## src/rtl/pvi_pkg.sv

```systemverilog
package pvi_pkg;

    localparam int PRIO_W = 4;
    localparam int VEC_W  = 9;
    localparam int DATA_W = 16;

    typedef logic [PRIO_W-1:0] prio_t;
    typedef logic [VEC_W-1:0]  vec_t;

    localparam vec_t SPURIOUS_VEC = '1;

    // Arbitration result
    typedef struct packed {
        logic  valid;
        vec_t  idx;
        prio_t prio;
    } win_t;

    // Control register selectors (low address bits in the control page)
    typedef enum logic [2:0] {
        CTL_CUR   = 3'd0,
        CTL_SWSET = 3'd1,
        CTL_SWCLR = 3'd2,
        CTL_ACK   = 3'd3,
        CTL_EOI   = 3'd4
    } ctl_sel_e;

    typedef struct packed {
        logic cur_we;
        logic sw_set;
        logic sw_clr;
        logic ack;
        logic eoi;
    } ctl_strobe_t;

    function automatic ctl_strobe_t decode_ctl(input logic hit, input logic [2:0] sel);
        ctl_strobe_t s;
        s = '0;
        if (hit) begin
            case (ctl_sel_e'(sel))
                CTL_CUR:   s.cur_we = 1'b1;
                CTL_SWSET: s.sw_set = 1'b1;
                CTL_SWCLR: s.sw_clr = 1'b1;
                CTL_ACK:   s.ack    = 1'b1;
                CTL_EOI:   s.eoi    = 1'b1;
                default:   s        = '0;
            endcase
        end
        return s;
    endfunction

endpackage

```

## src/rtl/pvi_src_bank.sv

```systemverilog
module pvi_src_bank
    import pvi_pkg::*;
#(
    parameter int NUM_SRC = 128,
    parameter int NUM_SW  = 8
) (
    input  logic                             clk,
    input  logic                             rst,
    input  logic [NUM_SRC-NUM_SW-1:0]        hw_irq,
    input  logic                             prio_we,
    input  logic [$clog2(NUM_SRC)-1:0]       prio_idx,
    input  prio_t                            prio_wdata,
    input  logic                             sw_set,
    input  logic                             sw_clr,
    input  logic [NUM_SW-1:0]                sw_mask,
    output logic [NUM_SRC-1:0]               pend,
    output logic [NUM_SRC-1:0][PRIO_W-1:0]   prio_tab,
    output logic [NUM_SW-1:0]                sw_flags
);

    localparam int NUM_HW = NUM_SRC - NUM_SW;

    logic [NUM_SRC-1:0][PRIO_W-1:0] prio_q;
    logic [NUM_SW-1:0]              sw_q;
    logic [NUM_HW-1:0]              hw_q;

    always_ff @(posedge clk) begin
        if (rst) begin
            prio_q <= '0;
            sw_q   <= '0;
            hw_q   <= '0;
        end else begin
            hw_q <= hw_irq;
            if (prio_we) begin
                prio_q[prio_idx] <= prio_wdata;
            end
            if (sw_set) begin
                sw_q <= sw_q | sw_mask;
            end else if (sw_clr) begin
                sw_q <= sw_q & ~sw_mask;
            end
        end
    end

    // Software flags occupy the low indices, hardware lines follow
    assign pend     = {hw_q, sw_q};
    assign prio_tab = prio_q;
    assign sw_flags = sw_q;

    AST_SW_CLEARED: assert property (@(posedge clk) disable iff (rst)
        (sw_clr && !sw_set) |=> ((sw_q & $past(sw_mask)) == '0));

    AST_SW_SET: assert property (@(posedge clk) disable iff (rst)
        sw_set |=> ((sw_q & $past(sw_mask)) == $past(sw_mask)));

endmodule

```

## src/rtl/pvi_arbiter.sv

```systemverilog
module pvi_arbiter
    import pvi_pkg::*;
#(
    parameter int NUM_SRC = 128
) (
    input  logic [NUM_SRC-1:0]             pend,
    input  logic [NUM_SRC-1:0][PRIO_W-1:0] prio_tab,
    output win_t                           win
);

    // Scan from the top index down; ">=" lets a lower index take over a tie
    always_comb begin
        win = '0;
        for (int i = NUM_SRC - 1; i >= 0; i--) begin
            if (pend[i] && (!win.valid || prio_tab[i] >= win.prio)) begin
                win.valid = 1'b1;
                win.idx   = vec_t'(i);
                win.prio  = prio_tab[i];
            end
        end
    end

endmodule

```

## src/rtl/pvi_prio_stack.sv

```systemverilog
module pvi_prio_stack
    import pvi_pkg::*;
#(
    parameter int DEPTH = 16
) (
    input  logic  clk,
    input  logic  rst,
    input  logic  push,
    input  logic  pop,
    input  prio_t push_data,
    output prio_t top,
    output logic  empty
);

    localparam int CNT_W = $clog2(DEPTH + 1);
    localparam int PTR_W = (DEPTH > 1) ? $clog2(DEPTH) : 1;

    logic [DEPTH-1:0][PRIO_W-1:0] mem_q;
    logic [CNT_W-1:0]             cnt_q;
    logic                         full;

    assign full  = (cnt_q == CNT_W'(DEPTH));
    assign empty = (cnt_q == '0);
    assign top   = mem_q[PTR_W'(cnt_q - 1'b1)];

    always_ff @(posedge clk) begin
        if (rst) begin
            mem_q <= '0;
            cnt_q <= '0;
        end else if (push && !full) begin
            mem_q[PTR_W'(cnt_q)] <= push_data;
            cnt_q                <= cnt_q + 1'b1;
        end else if (pop && !push && !empty) begin
            cnt_q <= cnt_q - 1'b1;
        end
    end

    AST_STACK_TOP_PUSHED: assert property (@(posedge clk) disable iff (rst)
        (push && !full) |=> (top == $past(push_data)));

    AST_STACK_POP_EMPTY: assert property (@(posedge clk) disable iff (rst)
        (pop && !push && empty) |=> empty);

    AST_STACK_DEPTH_BOUND: assert property (@(posedge clk) disable iff (rst)
        cnt_q <= CNT_W'(DEPTH));

endmodule

```

## src/rtl/prio_vec_intc.sv

```systemverilog
module prio_vec_intc
    import pvi_pkg::*;
#(
    parameter int NUM_SRC     = 128,
    parameter int NUM_SW      = 8,
    parameter int STACK_DEPTH = 16
) (
    input  logic                          clk,
    input  logic                          rst,
    input  logic [NUM_SRC-NUM_SW-1:0]     hw_irq,
    input  logic                          nmi_in,
    input  logic                          reg_we,
    input  logic [$clog2(NUM_SRC):0]      reg_addr,
    input  logic [DATA_W-1:0]             reg_wdata,
    output logic [DATA_W-1:0]             reg_rdata,
    output logic                          irq_o,
    output logic [VEC_W-1:0]              irq_vec_o,
    output logic                          crit_o
);

    localparam int IDX_W  = $clog2(NUM_SRC);
    localparam int ADDR_W = IDX_W + 1;

    logic [NUM_SRC-1:0]             pend;
    logic [NUM_SRC-1:0][PRIO_W-1:0] prio_tab;
    logic [NUM_SW-1:0]              sw_flags;
    win_t                           win;
    ctl_strobe_t                    ctl;
    logic                           ctl_hit;
    logic                           prio_we;
    logic                           ack_take;
    prio_t                          stk_top;
    logic                           stk_empty;

    prio_t cur_q;
    vec_t  ack_vec_q;
    logic  irq_q;
    vec_t  vec_q;
    prio_t wprio_q;

    // Address decode: upper half is the control page
    assign ctl_hit  = reg_we && reg_addr[ADDR_W-1] && (reg_addr[ADDR_W-2:3] == '0);
    assign ctl      = decode_ctl(ctl_hit, reg_addr[2:0]);
    assign prio_we  = reg_we && !reg_addr[ADDR_W-1];
    assign ack_take = ctl.ack && irq_q;

    pvi_src_bank #(.NUM_SRC(NUM_SRC), .NUM_SW(NUM_SW)) u_bank (
        .clk        (clk),
        .rst        (rst),
        .hw_irq     (hw_irq),
        .prio_we    (prio_we),
        .prio_idx   (reg_addr[IDX_W-1:0]),
        .prio_wdata (reg_wdata[PRIO_W-1:0]),
        .sw_set     (ctl.sw_set),
        .sw_clr     (ctl.sw_clr),
        .sw_mask    (reg_wdata[NUM_SW-1:0]),
        .pend       (pend),
        .prio_tab   (prio_tab),
        .sw_flags   (sw_flags)
    );

    pvi_arbiter #(.NUM_SRC(NUM_SRC)) u_arb (
        .pend     (pend),
        .prio_tab (prio_tab),
        .win      (win)
    );

    pvi_prio_stack #(.DEPTH(STACK_DEPTH)) u_stack (
        .clk       (clk),
        .rst       (rst),
        .push      (ack_take),
        .pop       (ctl.eoi),
        .push_data (cur_q),
        .top       (stk_top),
        .empty     (stk_empty)
    );

    always_ff @(posedge clk) begin
        if (rst) begin
            cur_q     <= '0;
            ack_vec_q <= SPURIOUS_VEC;
            irq_q     <= 1'b0;
            vec_q     <= '0;
            wprio_q   <= '0;
        end else begin
            // An accepted acknowledge withdraws the request on its own edge
            irq_q   <= win.valid && (win.prio > cur_q) && !ack_take;
            vec_q   <= win.idx;
            wprio_q <= win.prio;
            if (ctl.cur_we) begin
                cur_q <= reg_wdata[PRIO_W-1:0];
            end else if (ctl.ack) begin
                if (irq_q) begin
                    cur_q     <= wprio_q;
                    ack_vec_q <= vec_q;
                end else begin
                    ack_vec_q <= SPURIOUS_VEC;
                end
            end else if (ctl.eoi && !stk_empty) begin
                cur_q <= stk_top;
            end
        end
    end

    always_comb begin
        reg_rdata = '0;
        if (!reg_addr[ADDR_W-1]) begin
            reg_rdata[PRIO_W-1:0] = prio_tab[reg_addr[IDX_W-1:0]];
        end else if (reg_addr[ADDR_W-2:3] == '0) begin
            case (ctl_sel_e'(reg_addr[2:0]))
                CTL_CUR:   reg_rdata[PRIO_W-1:0] = cur_q;
                CTL_SWSET: reg_rdata[NUM_SW-1:0] = sw_flags;
                CTL_ACK:   reg_rdata[VEC_W-1:0]  = ack_vec_q;
                default:   reg_rdata             = '0;
            endcase
        end
    end

    assign irq_o     = irq_q;
    assign irq_vec_o = vec_q;
    assign crit_o    = nmi_in;

    AST_IRQ_ABOVE_LEVEL: assert property (@(posedge clk) disable iff (rst)
        irq_q |-> (wprio_q > $past(cur_q)));

    AST_VEC_IN_RANGE: assert property (@(posedge clk) disable iff (rst)
        irq_q |-> (vec_q < VEC_W'(NUM_SRC)));

    AST_WINNER_PENDING: assert property (@(posedge clk) disable iff (rst)
        win.valid |-> pend[win.idx[IDX_W-1:0]]);

    AST_ACK_RAISES_LEVEL: assert property (@(posedge clk) disable iff (rst)
        (ctl.ack && irq_q) |=> (cur_q == $past(wprio_q)));

    AST_ACK_DROPS_IRQ: assert property (@(posedge clk) disable iff (rst)
        (ctl.ack && irq_q) |=> !irq_q);

    AST_EOI_EMPTY_HOLD: assert property (@(posedge clk) disable iff (rst)
        (ctl.eoi && stk_empty) |=> $stable(cur_q));

endmodule

```

## config.mk

```make
export PLATFORM = sky130hd
export DESIGN_NAME = prio_vec_intc
export DESIGN_NICKNAME = d
export VERILOG_FILES = /design/src/rtl/pvi_pkg.sv /design/src/rtl/pvi_src_bank.sv /design/src/rtl/pvi_arbiter.sv /design/src/rtl/pvi_prio_stack.sv /design/src/rtl/prio_vec_intc.sv
export SDC_FILE = /design/constraint.sdc
export NUM_CORES = 2
export LEC_CHECK = 0
export ABC_AREA = 1
export BUFFER_PORTS_ARGS = -buffer_cell sky130_fd_sc_hd__buf_2
export CELL_PAD_IN_SITES_DETAIL_PLACEMENT = 0
export CELL_PAD_IN_SITES_GLOBAL_PLACEMENT = 1
export CORE_MARGIN = 10
export CORE_UTILIZATION = 46
export CTS_CLUSTER_SIZE = 16
export DETAILED_ROUTE_END_ITERATION = 8
export PLACE_DENSITY_LB_ADDON = 0.1
export SLEW_MARGIN = 15
export SYNTH_ARGS = -nofsm -noshare
export SYNTH_HDL_FRONTEND = slang
export SYNTH_SLANG_ARGS = --single-unit
```

## constraint.sdc

```tcl
create_clock -name clk -period 177.7 [get_ports clk]
set_clock_uncertainty 0.2 [all_clocks]
set_input_delay 8.885 -clock clk [delete_from_list [all_inputs] [get_ports clk]]
set_output_delay 8.885 -clock clk [all_outputs]
set_load 0.05 [all_outputs]
```

==> key figures <==
Status
  • Status: completed

Global routing
  • Gr usage total: 27.3%
  • Largest net degree at the start of global routing: 184
  • Initial antenna violation count: 2
  • Global-route wire length before repair: 263000 um
  • Grt ovf: 0
  • Vias in the first global route: 44900

Setup path
  • Worst path slowest cell: dfxtp_2
  • FF-to-FF End: irq_o
  • Worst EP arrival: 155.64 ns
  • Critical path's largest stage delay: 0.42 ns
  • CP endpoint kind: flop
  • Reg-to-reg setup timing slack: 22.46 ns
  • CP Max Fanout: 12
  • Delay-heaviest family, CP: compound AO/OA/AOI/OAI gates
  • Critical Path RT: 178.10 ns
  • Crit path kind: reg2reg
  • Crit path buffers/inverters: 100
  • Worst Reg-to-Reg Cells: 1275
  • Most used cell, CP: nand2_1
  • Crit start category: flop
  • Reg2reg start: u_bank.hw_q[119]

Clock network
  • Cts bufs inserted: 90
  • Max clock buf depth: 3
  • CTS Sinks: 733
  • CTS clock-pin slew for the worst setup and hold paths: 0.06 ns
  • CTS tree: built
  • Clk root buf: clkbuf_16
  • Hold_buf cts: 0
  • H-tree levels: 3
  • Worst-Skew Late Latency: 0.70 ns

Routing
  • Via count: 48600
  • Post-route ant nets: 0
  • Avg Vias per Cell: 5.49
  • DRC Markers: 0
  • Wirelength per Cell: 19.2 um
  • DRT Pass-1 Iters: 5
  • WL final: 170000 um
  • Initial drt markers: 3886

Layout
  • # fillers: 10900
  • Antenna Cells: 0
  • Commonest non-fill, non-tap cells in the layout: nand2_1, o21ai_0, inv_1
  • Commonest non-fill, non-tap cell in the layout: nand2_1
  • Area Growth Syn to Fin: 10.3%
  • Nets: 7937
  • Fraction of layout instances using a drive strength above 1: 11.6%

Placement
  • Routability cong.: 0.913
  • Port Buffers: 155
  • Hpwl dp: 119000 um

Floorplanning
  • Starting Density: 46.4%
  • Ports: 175
  • Die width: 346 um
  • FP Rows: 119
  • Die height: 346 um
  • Core box area: 0.106 mm^2
  • DIE AREA: 0.120 mm^2

Timing
  • Final Hold Viols: 0
  • Final setup viols: 0
  • Fmax: 6.44 MHz
  • Share of the clock period used by the worst path: 87.4%
  • Post-route setup TNS: 0 ns
  • Max-slew headroom: 13.1%
  • Worst slew pin tran: 1.29 ns
  • Period minus WS final: 155.24 ns
  • Slew Limit Fails: 0

Flow run
  • Max-cap viol count: 0

Yosys
  • Post-synthesis xor/xnor area fraction: 0.0537%
  • Post-Synth Adder-Cell Area: 10.1%
  • FF+latch count, synth: 733
  • Post-synth EDFFs: 0
  • Async SR Flop Fraction: 0%
  • Yosys warning count: 0
  • Mapped cell area: 0.0490 mm^2
  • Mapped Cells: 7348
  • Post-synthesis compound-gate area fraction: 25.4%
  • Primary FF master, synth: dfxtp_1
  • Average size of a mapped cell: 6.66 um^2
  • Post-synthesis sequential area ratio: 30.0%
  • Simple-gate share of the synthesized area: 23.3%
  • Post-synthesis mux area share: 0.0818%
  • Netlist cell types: 65
  • Main combinational cell family by area after synthesis: compound AO/OA/AOI/OAI gates

Worst hold path
  • Hold Path Sink: u_stack.mem_q[1]
  • Hold Crit Class: reg2reg
  • Hold path depth: 2
  • Worst hold start: u_stack.mem_q[1]
==> worst register-to-register path, delay by kind of cell (launching register included) <==
kind | cells | cell delay (ns)
adders and majority gates | 128 | 35.92
AOI/OAI and AO/OA | 376 | 54.74
buffers and inverters | 149 | 9.34
and+or+nand+nor | 622 | 54.41
DFF | 1 | 0.42
==> logic make-up after synthesis <==
group | after synthesis
adder cells (fa/ha/maj) | 395
buffers and inverters | 1378
other | 1
flip-flops | 733
XOR/XNOR | 3
multiplexers | 4
AO/OA/AOI/OAI | 2301
AND/OR/NAND/NOR | 2533
==> synthesized netlist by cell type, types with 35 or more instances <==
| library cell | instances | area (um^2) |
|---|---|---|
| ha_1 | 395 | 4940 |
| a221oi_1 | 48 | 420 |
| inv_1 | 1015 | 3810 |
| nand3_1 | 299 | 1500 |
| nand2_2 | 270 | 1690 |
| a21oi_1 | 680 | 3400 |
| nor3_1 | 42 | 210 |
| nand4_1 | 35 | 219 |
| nand2_1 | 1275 | 4790 |
| inv_2 | 82 | 308 |
| dfxtp_1 | 733 | 14700 |
| nand2_4 | 66 | 743 |
| a22oi_1 | 49 | 368 |
| clkbuf_1 | 217 | 815 |
| o22ai_1 | 73 | 457 |
| nor2_1 | 473 | 1780 |
| o21ai_0 | 1251 | 6260 |
==> sequential cells by signal (all words and copies together), names as in the netlist, named ones only <==
name / flops
wprio_q: 4
u_bank.hw_q: 120
u_bank.prio_tab: 512
irq_o: 1
cur_q: 4
u_stack.cnt_q: 5
u_stack.mem_q: 64
irq_vec_o: 7
ack_vec_q: 8
==> metrics by stage <==
stage          setup slack (ns)  cell area [um^2]  cells  util (%)  hold slack, ns
2_1_floorplan             43.50             49000   7356         -           0.224
3_3_place_gp              23.41             50800   8691      48.1           0.238
3_5_place_dp              21.52             50800   8691      48.1           0.242
4_1_cts                   20.75             53900   8857      51.1           0.257
5_1_grt                 -0.0164             54000   8859      51.2           0.270
6_report                  22.46             54000   8859      51.2           0.253
==> how the worst max path moves through the flow <==
stage,endpoint,cells past startpoint,from,slack (ns)
after floorplan,irq_o,1188,u_bank.hw_q[119],43.50
after global placement,irq_o,1188,u_bank.hw_q[119],23.41
after detailed placement,irq_o,823,u_bank.hw_q[119],21.52
after CTS,irq_o,802,u_bank.hw_q[119],20.75
after global routing,irq_o,800,u_bank.hw_q[119],-0.02
final,irq_o,802,u_bank.hw_q[119],22.46
==> timing repair <==
item / CTS / global route
endpoints found under the setup margin: 0 / 12
buffers inserted: 0 / 1
resized for setup: 0 / 31
==> layout make-up <==
type	instances	area, um^2	share of cell area, %
Clock inverter	45	592	1.10
Tap cell	1391	1740	3.22
Sequential cell	733	14700	27.2
Timing Repair Buffer	203	1170	2.17
Clock buffer	121	2540	4.70
Inverter	1121	4290	7.94
Multi-Input combinational cell	5245	29000	53.7
==> per-layer routing <==
metal  GRT usage (%)  part of all wire (%)
met1            37.7                    46
met2            42.6                    43
met3            4.09                   6.6
met4            10.0                   3.8
met5               0                0.0070
Power is not shown: default switching activity piles up to over one toggle a cycle in this logic, so the estimate is an artifact.
